**src/rtl/ps2p_pkg.sv**
```systemverilog
package ps2p_pkg;

  localparam int BUS_W   = 8;
  localparam int BIT_DAT = 0;
  localparam int BIT_EN  = 1;
  localparam int BIT_CLK = 7;

  typedef struct packed {
    logic clk_lvl;
    logic en;
    logic dat_lvl;
  } ps2p_ctl_t;

  localparam ps2p_ctl_t CTL_RESET = '{clk_lvl: 1'b1, en: 1'b0, dat_lvl: 1'b1};

  function automatic ps2p_ctl_t unpack_ctl(input logic [BUS_W-1:0] word);
    ps2p_ctl_t c;
    c.dat_lvl = word[BIT_DAT];
    c.en      = word[BIT_EN];
    c.clk_lvl = word[BIT_CLK];
    return c;
  endfunction

  function automatic logic [BUS_W-1:0] pack_status(input logic dat, input logic clkl);
    logic [BUS_W-1:0] w;
    w          = '0;
    w[BIT_DAT] = dat;
    w[BIT_CLK] = clkl;
    return w;
  endfunction

endpackage

```
**src/rtl/ps2p_decode.sv**
```systemverilog
module ps2p_decode #(
  parameter int          ADDR_W    = 8,
  parameter logic [7:0]  PORT_ADDR = 8'hF4
) (
  input  logic              clk,
  input  logic              rst_n,
  input  logic [ADDR_W-1:0] io_addr,
  input  logic              iorq_n,
  input  logic              rd_n,
  input  logic              wr_n,
  output logic              rd_sel,
  output logic              wr_evt
);
  localparam logic [ADDR_W-1:0] MATCH = ADDR_W'(PORT_ADDR);

  logic hit;
  logic wr_sel;
  logic wr_seen_q;

  assign hit    = (io_addr == MATCH) && !iorq_n;
  assign rd_sel = hit && !rd_n;
  assign wr_sel = hit && !wr_n;

  // one write per strobe: act on the first edge the strobe is seen
  always_ff @(posedge clk or negedge rst_n) begin
    if (!rst_n) wr_seen_q <= 1'b0;
    else        wr_seen_q <= wr_sel;
  end

  assign wr_evt = wr_sel && !wr_seen_q;
endmodule

```
**src/rtl/ps2p_ctl_reg.sv**
```systemverilog
module ps2p_ctl_reg
  import ps2p_pkg::*;
(
  input  logic      clk,
  input  logic      rst_n,
  input  logic      wr_evt,
  input  ps2p_ctl_t wr_val,
  output ps2p_ctl_t ctl
);
  always_ff @(posedge clk or negedge rst_n) begin
    if (!rst_n)      ctl <= CTL_RESET;
    else if (wr_evt) ctl <= wr_val;
  end
endmodule

```
**src/rtl/ps2p_sync.sv**
```systemverilog
module ps2p_sync #(
  parameter int   STAGES  = 2,
  parameter logic RST_VAL = 1'b1
) (
  input  logic clk,
  input  logic rst_n,
  input  logic d,
  output logic q
);
  logic [STAGES-1:0] chain;

  always_ff @(posedge clk or negedge rst_n) begin
    if (!rst_n) chain <= {STAGES{RST_VAL}};
    else        chain <= {chain[STAGES-2:0], d};
  end

  assign q = chain[STAGES-1];
endmodule

```
**src/rtl/ps2p_readmux.sv**
```systemverilog
module ps2p_readmux
  import ps2p_pkg::*;
(
  input  logic             rd_sel,
  input  logic             dat_s,
  input  logic             clk_s,
  output logic [BUS_W-1:0] dbus_rd,
  output logic             dbus_oe
);
  assign dbus_oe = rd_sel;
  assign dbus_rd = rd_sel ? pack_status(dat_s, clk_s) : '0;
endmodule

```
**src/rtl/ps2_bitbang_port.sv**
```systemverilog
module ps2_bitbang_port
  import ps2p_pkg::*;
#(
  parameter int         ADDR_W      = 8,
  parameter logic [7:0] PORT_ADDR   = 8'hF4,
  parameter int         SYNC_STAGES = 2
) (
  input  logic              clk,
  input  logic              rst_n,
  input  logic [ADDR_W-1:0] io_addr,
  input  logic              iorq_n,
  input  logic              rd_n,
  input  logic              wr_n,
  input  logic [BUS_W-1:0]  dbus_wr,
  output logic [BUS_W-1:0]  dbus_rd,
  output logic              dbus_oe,
  input  logic              kbd_data_i,
  output logic              kbd_data_o,
  output logic              kbd_data_oe,
  input  logic              kbd_clk_i,
  output logic              kbd_clk_o,
  output logic              kbd_clk_oe
);
  localparam int NLINES = 2;

  logic      rd_sel;
  logic      wr_evt;
  ps2p_ctl_t ctl;
  ps2p_ctl_t wr_val;

  logic [NLINES-1:0] line_raw;
  logic [NLINES-1:0] line_s;

  logic unused_wr_bits;
  assign unused_wr_bits = ^dbus_wr;

  ps2p_decode #(.ADDR_W(ADDR_W), .PORT_ADDR(PORT_ADDR)) u_decode (
    .clk    (clk),
    .rst_n  (rst_n),
    .io_addr(io_addr),
    .iorq_n (iorq_n),
    .rd_n   (rd_n),
    .wr_n   (wr_n),
    .rd_sel (rd_sel),
    .wr_evt (wr_evt)
  );

  assign wr_val = unpack_ctl(dbus_wr);

  ps2p_ctl_reg u_ctl (
    .clk   (clk),
    .rst_n (rst_n),
    .wr_evt(wr_evt),
    .wr_val(wr_val),
    .ctl   (ctl)
  );

  assign kbd_data_o  = ctl.dat_lvl;
  assign kbd_clk_o   = ctl.clk_lvl;
  assign kbd_data_oe = ctl.en;
  assign kbd_clk_oe  = ctl.en;

  assign line_raw = {kbd_clk_i, kbd_data_i};

  for (genvar g = 0; g < NLINES; g++) begin : g_sync
    ps2p_sync #(.STAGES(SYNC_STAGES), .RST_VAL(1'b1)) u_sync (
      .clk  (clk),
      .rst_n(rst_n),
      .d    (line_raw[g]),
      .q    (line_s[g])
    );
  end

  ps2p_readmux u_mux (
    .rd_sel (rd_sel),
    .dat_s  (line_s[0]),
    .clk_s  (line_s[1]),
    .dbus_rd(dbus_rd),
    .dbus_oe(dbus_oe)
  );
endmodule

```
**config.mk**
```make
export PLATFORM = sky130hd
export DESIGN_NAME = ps2_bitbang_port
export DESIGN_NICKNAME = d
export VERILOG_FILES = /design/src/rtl/ps2p_pkg.sv /design/src/rtl/ps2p_decode.sv /design/src/rtl/ps2p_ctl_reg.sv /design/src/rtl/ps2p_sync.sv /design/src/rtl/ps2p_readmux.sv /design/src/rtl/ps2_bitbang_port.sv
export SDC_FILE = /design/constraint.sdc
export NUM_CORES = 1
export LEC_CHECK = 0
export ABC_AREA = 1
export BUFFER_PORTS_ARGS = -buffer_cell sky130_fd_sc_hd__buf_2
export CORE_AREA = 2 2 39 41
export CTS_BUF_LIST = sky130_fd_sc_hd__clkbuf_16
export DETAILED_ROUTE_END_ITERATION = 12
export DIE_AREA = 0 0 41 43
export GPL_TIMING_DRIVEN = 1
export PLACE_DENSITY = 0.73
export SLEW_MARGIN = 20
export SYNTH_ARGS = -nofsm -noshare
export SYNTH_HDL_FRONTEND = slang
export SYNTH_SLANG_ARGS = --single-unit
```
**constraint.sdc**
```tcl
create_clock -name clk -period 0.92 [get_ports clk]
set_input_delay 0.092 -clock clk [delete_from_list [all_inputs] [get_ports clk]]
set_output_delay 0.092 -clock clk [all_outputs]
set_load 0.03 [all_outputs]
```
; ---- Yosys cells after proc, flatten, opt, wreduce, memory -nomap -nowiden
; Index checks and enable logic that the tools add are counted.
[word_totals]
reg_bits = 8
inputBits = 23
out_inout_bits = 13
elab_cells = 16
[op_classes]
eq_ne = 1
n_mux = 1
reduce_logical = 8
[ops]
columns = operator, count
row1 = $eq A8 B8 Y1 const B, 1
row2 = $mux W8, 1
row3 = $logic_and A1 B1 Y1, 4
row4 = $logic_not A1 Y1, 4

; ---- Logic depth before layout (Yosys ltp)
[logic_depth]
depth_word = 4
mapped_depth = 7
ltp_nobuf = 7

; ---- Modules after synthesis
; Synthesis repeated with hierarchy kept, for this count alone.
[hier_totals]
cells_unflattened = 46
hier_area_um2 = 391.6
[modules_own_cells]
columns = mod, n_inst, cells_per_inst, area_each_um2, seq_area_each_um2
row1 = ps2p_ctl_reg, 1, 13, 115.1, 77.6
row2 = ps2p_sync, 2, 2, 52.6, 52.6
row3 = ps2p_decode, 1, 16, 92.6, 25.0
row4 = ps2p_readmux, 1, 12, 71.3, 0.0
row5 = ps2_bitbang_port, 1, 1, 7.5, 0.0

; ---- Least setup slack after synthesis
; Ideal clock, no wire load.
[synth_path]
path_kind = register to output
start = register g_sync[0].u_sync.chain[1]
end = output port dbus_rd[0]
arrival_ps = 938
required_ps = 828
path_slack_ps = -110
path_stages_with_launch = 3
n_path_buf = 0
path_cell_list = dfstp_2 inv_1 nor2_1
[synth_between]
elab_chain_cells = 1
[synth_lines]
columns = element, line_no
row1 = "start, declared", ps2p_sync.sv:10  ; logic [STAGES-1:0] chain;
row2 = "start signal, assigned", ps2p_sync.sv:13  ; if (!rst_n) chain <= {STAGES{RST_VAL}};
row3 = "start signal, assigned", ps2p_sync.sv:14  ; else chain <= {chain[STAGES-2:0], d};
row4 = $mux W8, ps2p_readmux.sv:11  ; assign dbus_rd = rd_sel ? pack_status(dat_s, clk_s) : '0;
row5 = "end, declared", ps2_bitbang_port.sv:15  ; output logic [BUS_W-1:0] dbus_rd,
; No other way between the ends.

; ---- Worst setup path after layout
[layout_path]
start = register g_sync[1].u_sync.chain[1]
end = output port dbus_rd[7]
[layout_between]
elab_chain_cells = 1
[layout_lines]
columns = element, line_no
row1 = "start, declared", ps2p_sync.sv:10
row2 = "start signal, assigned", ps2p_sync.sv:13
row3 = "start signal, assigned", ps2p_sync.sv:14
row4 = $mux W8, ps2p_readmux.sv:11
; No other way between the ends.

==> impl_metrics.py <==
metrics = {
    "outcome": {
        "status": "finished, violations left",
        "violations": "setup timing",
    },
    "placement": {
        "gp_routability_congestion": 0.705,
        "dp_cells": 90,
        "dp_hpwl_microns": 628,
        "place_area_sq_um": 549,
        "io_buffer_count": 24,
    },
    "job": {
        "maxCapViolations": 0,
    },
    "logic_synthesis": {
        "yosysTopAreaCell": "dfstp_2",
        "synth.area.top_cells": "dfstp_2 37%, buf_4 12%, dfrtp_1 12%, nand2_1 9.6%, inv_1 8.7%",
        "synth_top_area_share_pct": 36.6,
        "ys_ff_latch": 8,
        "synth.most_common_cell": "nand2_1",
        "synthArstFlopShare_pct": 100,
        "yosysWarningCount": 0,
        "synth_area_sq_um": 430,
        "syn_area_per_cell_sq_um": 8.44,
        "synth-seq-area-share_pct": 48.3,
        "synth_edf_count": 0,
        "ys_types": 13,
        "synth_commonest_cells": "11 x nand2_1, 10 x inv_1, 7 x buf_4",
        "ys.flop_type": "dfstp_2",
        "syn_inst": 51,
    },
    "routing": {
        "wl_per_cell_microns": 7.85,
        "wl_microns": 761,
        "drtIter0Drc": 0,
        "firstDrtPassIters": 1,
        "vias": 382,
        "drc": 0,
        "viasPerCell": 3.94,
        "antenna_left": 0,
    },
    "floorplan": {
        "rows": 14,
        "fp.coreArea_sq_um": 1380,
        "fp.dieH_microns": 43,
        "die_w_microns": 41,
        "pin_count": 36,
        "dieArea_sq_um": 1760,
        "initial_core_util_pct": 31.1,
    },
    "setup_path": {
        "cp.arrival_ns": 0.99,
        "reg2reg_slack_ns": 0.11,
        "crit_path_top_delay_cell": "dfstp_2",
        "end_kind": "output pin",
        "worstPathRequired_ns": 0.83,
        "r2r_start": "u_decode.wr_seen_q$_DFF_PN0_",
        "path_max_fanout": 1,
        "critPathLaunch": "g_sync[1].u_sync.chain[1]$_DFF_PN1_",
        "crit_chain": "inv_2 -> nor2_2 -> buf_6",
        "critical_path_class": "reg2out",
        "cp_slowest_stage_delay_ns": 0.51,
        "start_kind": "register",
    },
    "clocking": {
        "cts_buffers": 3,
        "cts-root-buf": "clkbuf_16",
        "clk_latency_ns": 0.23,
        "clockBufferDepth": 2,
        "htreeDepth": 1,
        "cts_tree": "yes",
        "path_clk_slew_ns": 0.04,
        "cts.sinks": 8,
    },
    "global_routing": {
        "grt_pass1_wl_microns": 1240,
        "grt_max_degree": 9,
        "gr-total-overflow": 0,
        "grtUsageTotal_pct": 10.8,
        "grt_pass1_vias": 336,
        "antenna_found_initial": 0,
    },
    "final_layout": {
        "area_delta_synth_final_pct": 62.2,
        "diodes": 0,
        "final_cells": 97,
        "drive_above_1_share_pct": 56.8,
        "finalInstanceArea_sq_um": 698,
        "layout.nets": 106,
    },
    "sta": {
        "rsz0062_at_grt": "true",
        "setup_viol_count_final": 5,
        "fin_crit_sh_pct": 117,
        "slew_viol_final": 0,
        "finalWorstSetupSlack_ns": -0.158,
        "worst_clock_skew_ns": 0.00332,
        "hold_viol": 0,
        "fmax_mhz": 928,
        "period_minus_slack_ns": 1.08,
    },
    "worst_hold_path": {
        "hold_class": "in2reg",
        "min-delay-start": "wr_n",
    },
    "power": {
        "ir_worst_vdd_mv": 1.08,
        "p_leak_nw": 0.381,
        "pwr_density_cell_nw_per_um2": 1760,
        "total_power_mw": 1.23,
    },
}
==> area by class of cell <==
cell class              count  area, sq um
clock buffers               3         75.1
fillers                   127          686
inverters                  10         37.5
multi-input cells          31          156
flip-flops and latches      8          208
well taps                  16         20.0
repair buffers             29          201
==> critical path: cells and delay by family, from the launching register on <==
| family | cells | cell delay [ns] |
|---|---|---|
| DFF | 1 | 0.51 |
| and+or+nand+nor | 1 | 0.08 |
| buffers and inverters | 2 | 0.16 |
==> cells by family after synthesis <==
kind of cell           Yosys count  synth area share, %
and+or+nand+nor                 25                 29.9
buffers and inverters           17                 20.9
DFF                              8                 48.3
other                            1                0.871
==> state kept, by name, indices dropped and copies added, names as in the netlist <==
register             count
u_decode.wr_seen_q       1
u_ctl.ctl                3
g_sync.u_sync.chain      4
==> metal layers <==
layer,share of wire (%),up-vias,track usage [%]
met2,49,28,15.0
li1,-,200,-
met3,12,0,6.28
met5,0,-,0
met1,38,154,12.5
met4,0,0,6.00
==> stage by stage <==
stage / setup TNS (ns) / hold slack [ns] / utilization [%] / setup slack [ns]
finish: -0.431 / 0.0351 / 50.5 / -0.158
global route: -0.604 / 0.0476 / 50.5 / -0.187
CTS: -0.446 / 0.0307 / 50.1 / -0.165
detailed placement: -0.148 / -0.0626 / 39.7 / -0.0594
global placement: -0.0749 / -0.0638 / 39.7 / -0.0360
floorplan: 0 / -0.204 / - / 0.0160
==> placed cells by master, fill, tap and decap left out, drive strengths merged <==
cell,netlist,final
buf,7,26
nand2,13,13
nand3,1,1
dfstp,6,6
dfrtp,2,2
nor2,6,6
nor3,1,1
dlygate4sd3,0,3
nand4,4,4
inv,10,10
conb,1,6
clkbuf,0,3
==> power by group <==
group | leakage, nW | switching, mW | internal (mW)
Sequential | 0.0906 | 0.00547 | 0.375
Clock | 0.0370 | 0.158 | 0.559
Combinational | 0.254 | 0.0813 | 0.0517
==> path summary, 6_finish.rpt <==
check                                                      endpoint  cells past startpoint
max in group asynchronous       g_sync[0].u_sync.chain[0]$_DFF_PN1_                      2
worst min register to register  g_sync[1].u_sync.chain[1]$_DFF_PN1_                      0
worst max-delay path                                     dbus_rd[7]                      3
min in group asynchronous                  u_ctl.ctl[1]$_DFFE_PN0P_                      2
worst max register to register             u_ctl.ctl[1]$_DFFE_PN0P_                      4
worst min-delay path                   u_decode.wr_seen_q$_DFF_PN0_                      2
==> what timing repair did <==
action                                 4_1_cts  5_1_grt
hold buffers                                 3        0
endpoints found under the hold margin       10        0
pin swaps                                    2        3
setup buffers                                1        0
setup endpoints to repair                    5        7
resized for setup                           12        5
Note: power is estimated with default switching activity, not from simulation.
